### src/rtl/fir_mpcu_pkg.sv
package fir_mpcu_pkg;

  localparam int BR_W  = 4;
  localparam int SEL_W = 2;

  // 12-bit control word: branch select, branch target, then control bits
  typedef struct packed {
    logic             cond;
    logic [BR_W-1:0]  br;
    logic             load;
    logic [SEL_W-1:0] sel;
    logic             clr;
    logic             shift;
    logic             mac;
    logic             latch;
  } uword_t;

  // Computed control ROM contents for a filter of ntaps taps
  function automatic uword_t rom_word(input logic [BR_W-1:0] a, input int ntaps);
    uword_t w;
    int     ai;
    w  = '0;
    ai = int'(a);
    if (ai < ntaps) begin
      w.load = 1'b1;
      w.sel  = SEL_W'(ai);
      w.clr  = (ai == ntaps - 1);
    end else if (ai == ntaps) begin
      w.shift = 1'b1;
    end else if (ai == ntaps + 1) begin
      w.mac = 1'b1;
    end else if (ai == ntaps + 2) begin
      w.latch = 1'b1;
    end else begin
      w.cond = 1'b1;
      w.br   = BR_W'(ntaps);
    end
    return w;
  endfunction

endpackage

### src/rtl/fir_mpcu_seq.sv
module fir_mpcu_seq
  import fir_mpcu_pkg::*;
#(
  parameter int NTAPS = 4
) (
  input  logic   clk,
  input  logic   rst,
  input  logic   hold,
  output uword_t uw_q
);

  logic [BR_W-1:0] pc;
  uword_t          cur;

  always_comb cur = rom_word(pc, NTAPS);

  always_ff @(posedge clk) begin
    if (rst) begin
      pc   <= '0;
      uw_q <= '0;
    end else if (!hold) begin
      uw_q <= cur;
      pc   <= cur.cond ? cur.br : pc + 1'b1;
    end
  end

  AST_BRANCH_TAKEN: assert property (@(posedge clk) disable iff (rst)
    (!hold && cur.cond) |=> (pc == $past(cur.br)));
  AST_STEP_INCR: assert property (@(posedge clk) disable iff (rst)
    (!hold && !cur.cond) |=> (pc == $past(pc) + 1'b1));
  AST_STALL_HOLD: assert property (@(posedge clk) disable iff (rst)
    hold |=> ($stable(pc) && $stable(uw_q)));

endmodule

### src/rtl/fir_mpcu_datapath.sv
module fir_mpcu_datapath
  import fir_mpcu_pkg::*;
#(
  parameter int NTAPS = 4,
  parameter int DW    = 8,
  parameter int AW    = 16
) (
  input  logic             clk,
  input  logic             rst,
  input  logic             ld_en,
  input  logic [SEL_W-1:0] ld_sel,
  input  logic             clr_smp,
  input  logic             shift,
  input  logic             mac,
  input  logic             latch,
  input  logic [DW-1:0]    sample_in,
  input  logic [DW-1:0]    coef_in,
  output logic             hold,
  output logic [AW-1:0]    y
);

  localparam int PW = 2 * DW;
  localparam logic [SEL_W-1:0] LAST = SEL_W'(NTAPS - 1);

  logic signed [DW-1:0] smp  [NTAPS];
  logic signed [DW-1:0] coef [NTAPS];
  logic [NTAPS-1:0]     coef_we;
  logic [SEL_W-1:0]     tidx;
  logic signed [DW-1:0] d_sel, c_sel;
  logic signed [PW-1:0] prod;
  logic signed [AW-1:0] prod_ext, acc, acc_d;

  // Load-select decoder and coefficient registers
  for (genvar i = 0; i < NTAPS; i++) begin : g_coef
    assign coef_we[i] = ld_en && (ld_sel == SEL_W'(i));
    always_ff @(posedge clk) begin
      if (coef_we[i]) coef[i] <= coef_in;
    end
  end

  // Delay line: entry 0 is the newest sample
  for (genvar i = 0; i < NTAPS; i++) begin : g_smp
    always_ff @(posedge clk) begin
      if (clr_smp)    smp[i] <= '0;
      else if (shift) smp[i] <= (i == 0) ? sample_in : smp[(i == 0) ? 0 : i - 1];
    end
  end

  // Tap index for the multiply-accumulate sweep
  always_ff @(posedge clk) begin
    if (rst)      tidx <= '0;
    else if (mac) tidx <= (tidx == LAST) ? '0 : tidx + 1'b1;
  end

  assign hold = mac && (tidx != LAST);

  // Data and tap multiplexers, multiplier, dataflow mux
  always_comb begin
    d_sel    = smp[tidx];
    c_sel    = coef[tidx];
    prod     = d_sel * c_sel;
    prod_ext = AW'(prod);
    acc_d    = shift ? '0 : acc + prod_ext;
  end

  always_ff @(posedge clk) begin
    if (rst)               acc <= '0;
    else if (shift || mac) acc <= acc_d;
  end

  always_ff @(posedge clk) begin
    if (rst)        y <= '0;
    else if (latch) y <= acc;
  end

  AST_ACC_CLEARED: assert property (@(posedge clk) disable iff (rst)
    shift |=> (acc == '0));
  AST_TAP_WRAP: assert property (@(posedge clk) disable iff (rst)
    (mac && tidx == LAST) |=> (tidx == '0));
  AST_Y_HELD: assert property (@(posedge clk) disable iff (rst)
    !latch |=> $stable(y));
  AST_Y_CAPTURE: assert property (@(posedge clk) disable iff (rst)
    latch |=> (y == $past(acc)));
  AST_ONE_ACTION: assert property (@(posedge clk) disable iff (rst)
    $onehot0({ld_en, shift, mac, latch}));

endmodule

### src/rtl/fir_mpcu.sv
module fir_mpcu
  import fir_mpcu_pkg::*;
#(
  parameter int NTAPS = 4,
  parameter int DW    = 8,
  parameter int AW    = 16
) (
  input  logic          clk,
  input  logic          rst,
  input  logic [DW-1:0] sample_in,
  input  logic [DW-1:0] coef_in,
  output logic [AW-1:0] y_out
);

  uword_t uw_q;
  logic   hold;

  fir_mpcu_seq #(.NTAPS(NTAPS)) i_seq (
    .clk  (clk),
    .rst  (rst),
    .hold (hold),
    .uw_q (uw_q)
  );

  fir_mpcu_datapath #(.NTAPS(NTAPS), .DW(DW), .AW(AW)) i_dp (
    .clk       (clk),
    .rst       (rst),
    .ld_en     (uw_q.load),
    .ld_sel    (uw_q.sel),
    .clr_smp   (uw_q.clr),
    .shift     (uw_q.shift),
    .mac       (uw_q.mac),
    .latch     (uw_q.latch),
    .sample_in (sample_in),
    .coef_in   (coef_in),
    .hold      (hold),
    .y         (y_out)
  );

endmodule

### config.mk
export PLATFORM = sky130hd
export DESIGN_NAME = fir_mpcu
export DESIGN_NICKNAME = d
export VERILOG_FILES = /design/src/rtl/fir_mpcu_pkg.sv /design/src/rtl/fir_mpcu_seq.sv /design/src/rtl/fir_mpcu_datapath.sv /design/src/rtl/fir_mpcu.sv
export SDC_FILE = /design/constraint.sdc
export NUM_CORES = 1
export LEC_CHECK = 0
export ABC_AREA = 1
export CAP_MARGIN = 40
export CORE_AREA = 4 4 143 145
export DETAILED_ROUTE_END_ITERATION = 10
export DIE_AREA = 0 0 147 149
export GPL_ROUTABILITY_DRIVEN = 0
export PLACE_DENSITY = 0.56
export SLEW_MARGIN = 20
export SYNTH_ARGS = -nofsm -noshare
export SYNTH_HDL_FRONTEND = slang
export SYNTH_SLANG_ARGS = --single-unit
### constraint.sdc
create_clock -name clk -period 13 [get_ports clk]
set_input_delay 2.6 -clock clk [delete_from_list [all_inputs] [get_ports clk]]
set_output_delay 2.6 -clock clk [all_outputs]
set_load 0.02 [all_outputs]
==> flow_results.org <==
** Global route
- Total congestion overflow :: 0
- Number of antenna violations at the first check in global routing :: 0
- Largest net degree at the start of global routing :: 41
- Global Route Usage Sum :: 0.1506
- The via count of the first global-routing pass came to 5243.
- The first global-routing pass estimated 26520 um of wire.

** STA
- Dividing the final minimum period by the clock period gives 0.4274.
- Max Transition Viols Final :: 0
- The worst path in the final design needs a cycle of 5556 ps, including I/O delays and setup.
- For this run, the top clock speed supported by timing is 180.0 MHz.
- Adding up every negative setup slack in the final design gives 0 ps.
- Minimum setup slack in the final design :: 7444 ps
- Final number of setup-violating endpoints :: 0
- Setup repair after global routing left no endpoint under its margin.
- Worst slew pin tran :: 603.3 ps
- The hold violation count in the final report was 0.
- In this run the tightest slew margin relative to its limit is 0.5978.
- Across the routed clock network, the largest skew measured is 10.69 ps.

** Worst setup path
- Crit path DAT :: 5810 ps
- Of all nets on the critical path, the largest fanout is 40.
- The worst setup path is captured at a register.
- The worst setup path is of the register to register kind.
- Counting cells, the worst reg-to-reg path comes to 22.
- STA classifies the critical path startpoint as a register.
- The endpoint identified for the worst register-to-register timing path is i_dp.acc[13].
- Across all register-to-register paths, the minimum setup slack is 7440 ps.
- Data required time at the worst endpoint :: 13250 ps

** Clock tree
- TritonCTS built the clock tree.
- In this run the deepest clock path goes through 2 buffers.
- Clock Sink Count :: 111
- In this run, CTS created clock tree buffers numbering 9.
- Clock-pin slew was measured on the worst setup and hold paths at 70 ps.
- Buffers inserted by post-CTS timing repair :: 0
- The root buffer cell chosen for the clock tree is sky130_fd_sc_hd__clkbuf_16.
- Quantity of hold-fixing buffers added after cts :: 0
- Once the clock tree was built, the resizer swapped 0 gates to a different size.
- Clock latency of the later-clocked register in the worst-skew pair :: 360 ps
- The H-tree was split into 3 levels.

** Route
- The detailed router finished its first iteration with 292 violations.
- Total Wirelength :: 15390 um
- The final route contains 5205 vias.
- The first detailed-routing pass took 4 iterations.
- In the routed design, unresolved DRC markers number 0.
- In the routed layout, each cell is associated on average with a via count of 4.570.
- The detail route stage leaves a number of antenna-violating nets equal to 0.
- Routed length per placed instance :: 13.51 um

** Layout
- Number of diodes added for antenna fixing :: 0
- Of the cells placed in the final design, the portion with a size suffix greater than 1 is 0.06407.
- Area Growth Syn to Fin :: 12.95%
- After routing the design area is 8492 um2.
- Net count, final :: 1000
- Fillers :: 1916

** Worst hold path
- Path category of the worst min-delay check :: register to register
- The worst hold path begins at i_seq.uw_q[3].
- The path with the worst hold slack has its endpoint at i_seq.uw_q[3].
- The worst hold path was traced through 2 stages.

** Logic synthesis
- Proportion of netlist area held by the largest area contributor :: 0.2556
- Counting every instance in the synthesized netlist gives 831.
- Count of distinct cell types in the synthesized netlist :: 33
- Total standard cell area after synthesis :: 7518 um2
- Proportion of synthesized chip area in sequential cells :: 0.3808
- The synthesized design contains 111 register bits.
- Ranked by total cell area, the synthesized netlist is headed by sky130_fd_sc_hd__edfxtp_1 26%, sky130_fd_sc_hd__fa_1 19%, sky130_fd_sc_hd__dfxtp_1 13%, sky130_fd_sc_hd__inv_1 8.3%, sky130_fd_sc_hd__nand2_1 7.4%.
- For this run, the number of Yosys warnings is 0.
- A synthesized cell averages 9.047 um2.
- Synth Net Count :: 962
- The largest total area in the synthesized netlist belongs to sky130_fd_sc_hd__edfxtp_1.

** Place
- Count of input and output buffers :: 33
- Timing analysis after detailed placement gives a worst setup slack of 7238 ps.
- Summed over all nets, the half-perimeter wirelength after detailed placement is 11850 um.
- Post-placement cell area :: 8185 um2

** Floorplan
- The floorplan has 51 rows.
- Effective utilization at floorplan :: 0.3914
- In this run the vertical extent of the chip is 149 um.
- The die is 147 um wide.
- Pin placement for this block handled 34 I/O pins.
- Placeable core area :: 19210 um2
- The die covers 21900 um2.

** Run
- Reported max-cap violation count :: 0

** Status
- The run finished with clean final reports.
per-layer routing:
layer  part of all wire  routed length, um  global-route usage
met1               0.51               7924              0.2198
met2               0.44               6818              0.2293
met3              0.030                461             0.03069
met4              0.012                185             0.04194
met5                  0                  0                   0
synthesized netlist by cell type:
master                      number
sky130_fd_sc_hd__nand2_1       149
sky130_fd_sc_hd__inv_2          10
sky130_fd_sc_hd__a32oi_1         2
sky130_fd_sc_hd__nand3b_1        2
sky130_fd_sc_hd__nand3_1        18
sky130_fd_sc_hd__o21bai_1        4
sky130_fd_sc_hd__fa_1           71
sky130_fd_sc_hd__ha_1           42
sky130_fd_sc_hd__buf_6           1
sky130_fd_sc_hd__a21o_1          1
sky130_fd_sc_hd__a32oi_4         1
sky130_fd_sc_hd__dfxtp_1        47
sky130_fd_sc_hd__nand2_2         1
sky130_fd_sc_hd__buf_1           1
sky130_fd_sc_hd__o21ai_0        25
sky130_fd_sc_hd__nor2_2          1
sky130_fd_sc_hd__a211oi_1        3
sky130_fd_sc_hd__nor2_1        113
sky130_fd_sc_hd__xnor2_1         2
sky130_fd_sc_hd__clkbuf_1       10
sky130_fd_sc_hd__xor2_1          2
sky130_fd_sc_hd__a2111oi_0       1
sky130_fd_sc_hd__a21oi_1        57
sky130_fd_sc_hd__nor3_1          7
sky130_fd_sc_hd__a32oi_2        12
sky130_fd_sc_hd__edfxtp_1       64
sky130_fd_sc_hd__inv_1         167
sky130_fd_sc_hd__or2_2           2
sky130_fd_sc_hd__buf_2           8
sky130_fd_sc_hd__nand4_1         4
sky130_fd_sc_hd__a32o_1          1
sky130_fd_sc_hd__buf_4           1
sky130_fd_sc_hd__a31oi_1         1
cells in the final DEF (no fill, tap or decap), drive strengths merged, types with 7 or more instances in the layout:
cell	netlist	routed
inv	177	177
nand2	150	150
nor2	114	114
fa	71	71
edfxtp	64	64
a21oi	57	57
dfxtp	47	47
ha	42	42
clkdlybuf4s50	0	33
o21ai	25	25
nand3	18	18
buf	11	15
a32oi	15	15
clkbuf	10	10
nor3	7	7
cells by family after synthesis:
group,count (synthesis),synth area share
DFF,111,0.3808
buffers and inverters,198,0.1017
and+or+nand+nor,297,0.1561
AOI/OAI and AO/OA,108,0.09786
adders and majority gates,113,0.2589
xor gates and xnor gates,4,0.004661
critical path, cell delays in order (launching register included):
cell	delay (ps)
sky130_fd_sc_hd__dfxtp_1	340
sky130_fd_sc_hd__buf_4	370
sky130_fd_sc_hd__a21oi_1	170
sky130_fd_sc_hd__a32oi_4	290
sky130_fd_sc_hd__inv_2	60
sky130_fd_sc_hd__nor2_1	380
sky130_fd_sc_hd__inv_1	100
sky130_fd_sc_hd__fa_1	490
sky130_fd_sc_hd__inv_1	50
sky130_fd_sc_hd__fa_1	520
sky130_fd_sc_hd__fa_1	440
sky130_fd_sc_hd__fa_1	530
sky130_fd_sc_hd__fa_1	490
sky130_fd_sc_hd__ha_1	340
sky130_fd_sc_hd__inv_1	70
sky130_fd_sc_hd__nor3_1	270
sky130_fd_sc_hd__nand2_1	90
sky130_fd_sc_hd__nand3_1	110
sky130_fd_sc_hd__a21oi_1	100
sky130_fd_sc_hd__inv_1	70
sky130_fd_sc_hd__nand2_1	40
sky130_fd_sc_hd__nand3_1	70
sky130_fd_sc_hd__a21oi_1	60
worst max path at each step:
stage,cells after the start,endpoint,from,slack (ps)
finish,22,i_dp.acc[13],register,7440
global route,20,i_dp.acc[11],register,7060
CTS,20,i_dp.acc[14],register,7210
detailed placement,20,i_dp.acc[14],register,7240
global placement,22,i_dp.acc[13],register,6980
floorplan,22,i_dp.acc[13],register,7630
per-stage QoR:
| step | hold slack [ps] | std cells | utilization |
|---|---|---|---|
| final | 462.0 | 1139 | 0.4421 |
| after global routing | 482.4 | 1139 | 0.4421 |
| after CTS | 468.0 | 1137 | 0.4413 |
| after detailed placement | 457.6 | 1121 | 0.4262 |
| after global placement | 451.7 | 1118 | 0.4246 |
| after floorplan | 440.1 | 831 | - |
layout make-up:
class	instances	area, um2	area share
tap	265	331.6	0.03905
multi-input combinational	522	3891	0.4582
sequential	111	2863	0.3371
inverter	177	664.4	0.07824
clock buffer	10	229.0	0.02696
clock inverter	6	62.56	0.007367
timing repair buffer	48	450.4	0.05304
state kept, by name (all words and copies together), names as in the netlist, named ones only:
register    count
i_dp.y         16
i_seq.pc        4
i_dp.acc       16
i_seq.uw_q      7
i_dp.smp       32
i_dp.coef      32
i_dp.tidx       2
Power is left out: the tool's default activity adds up to more than one toggle a clock period on the data nets, which glitch-free logic cannot reach.
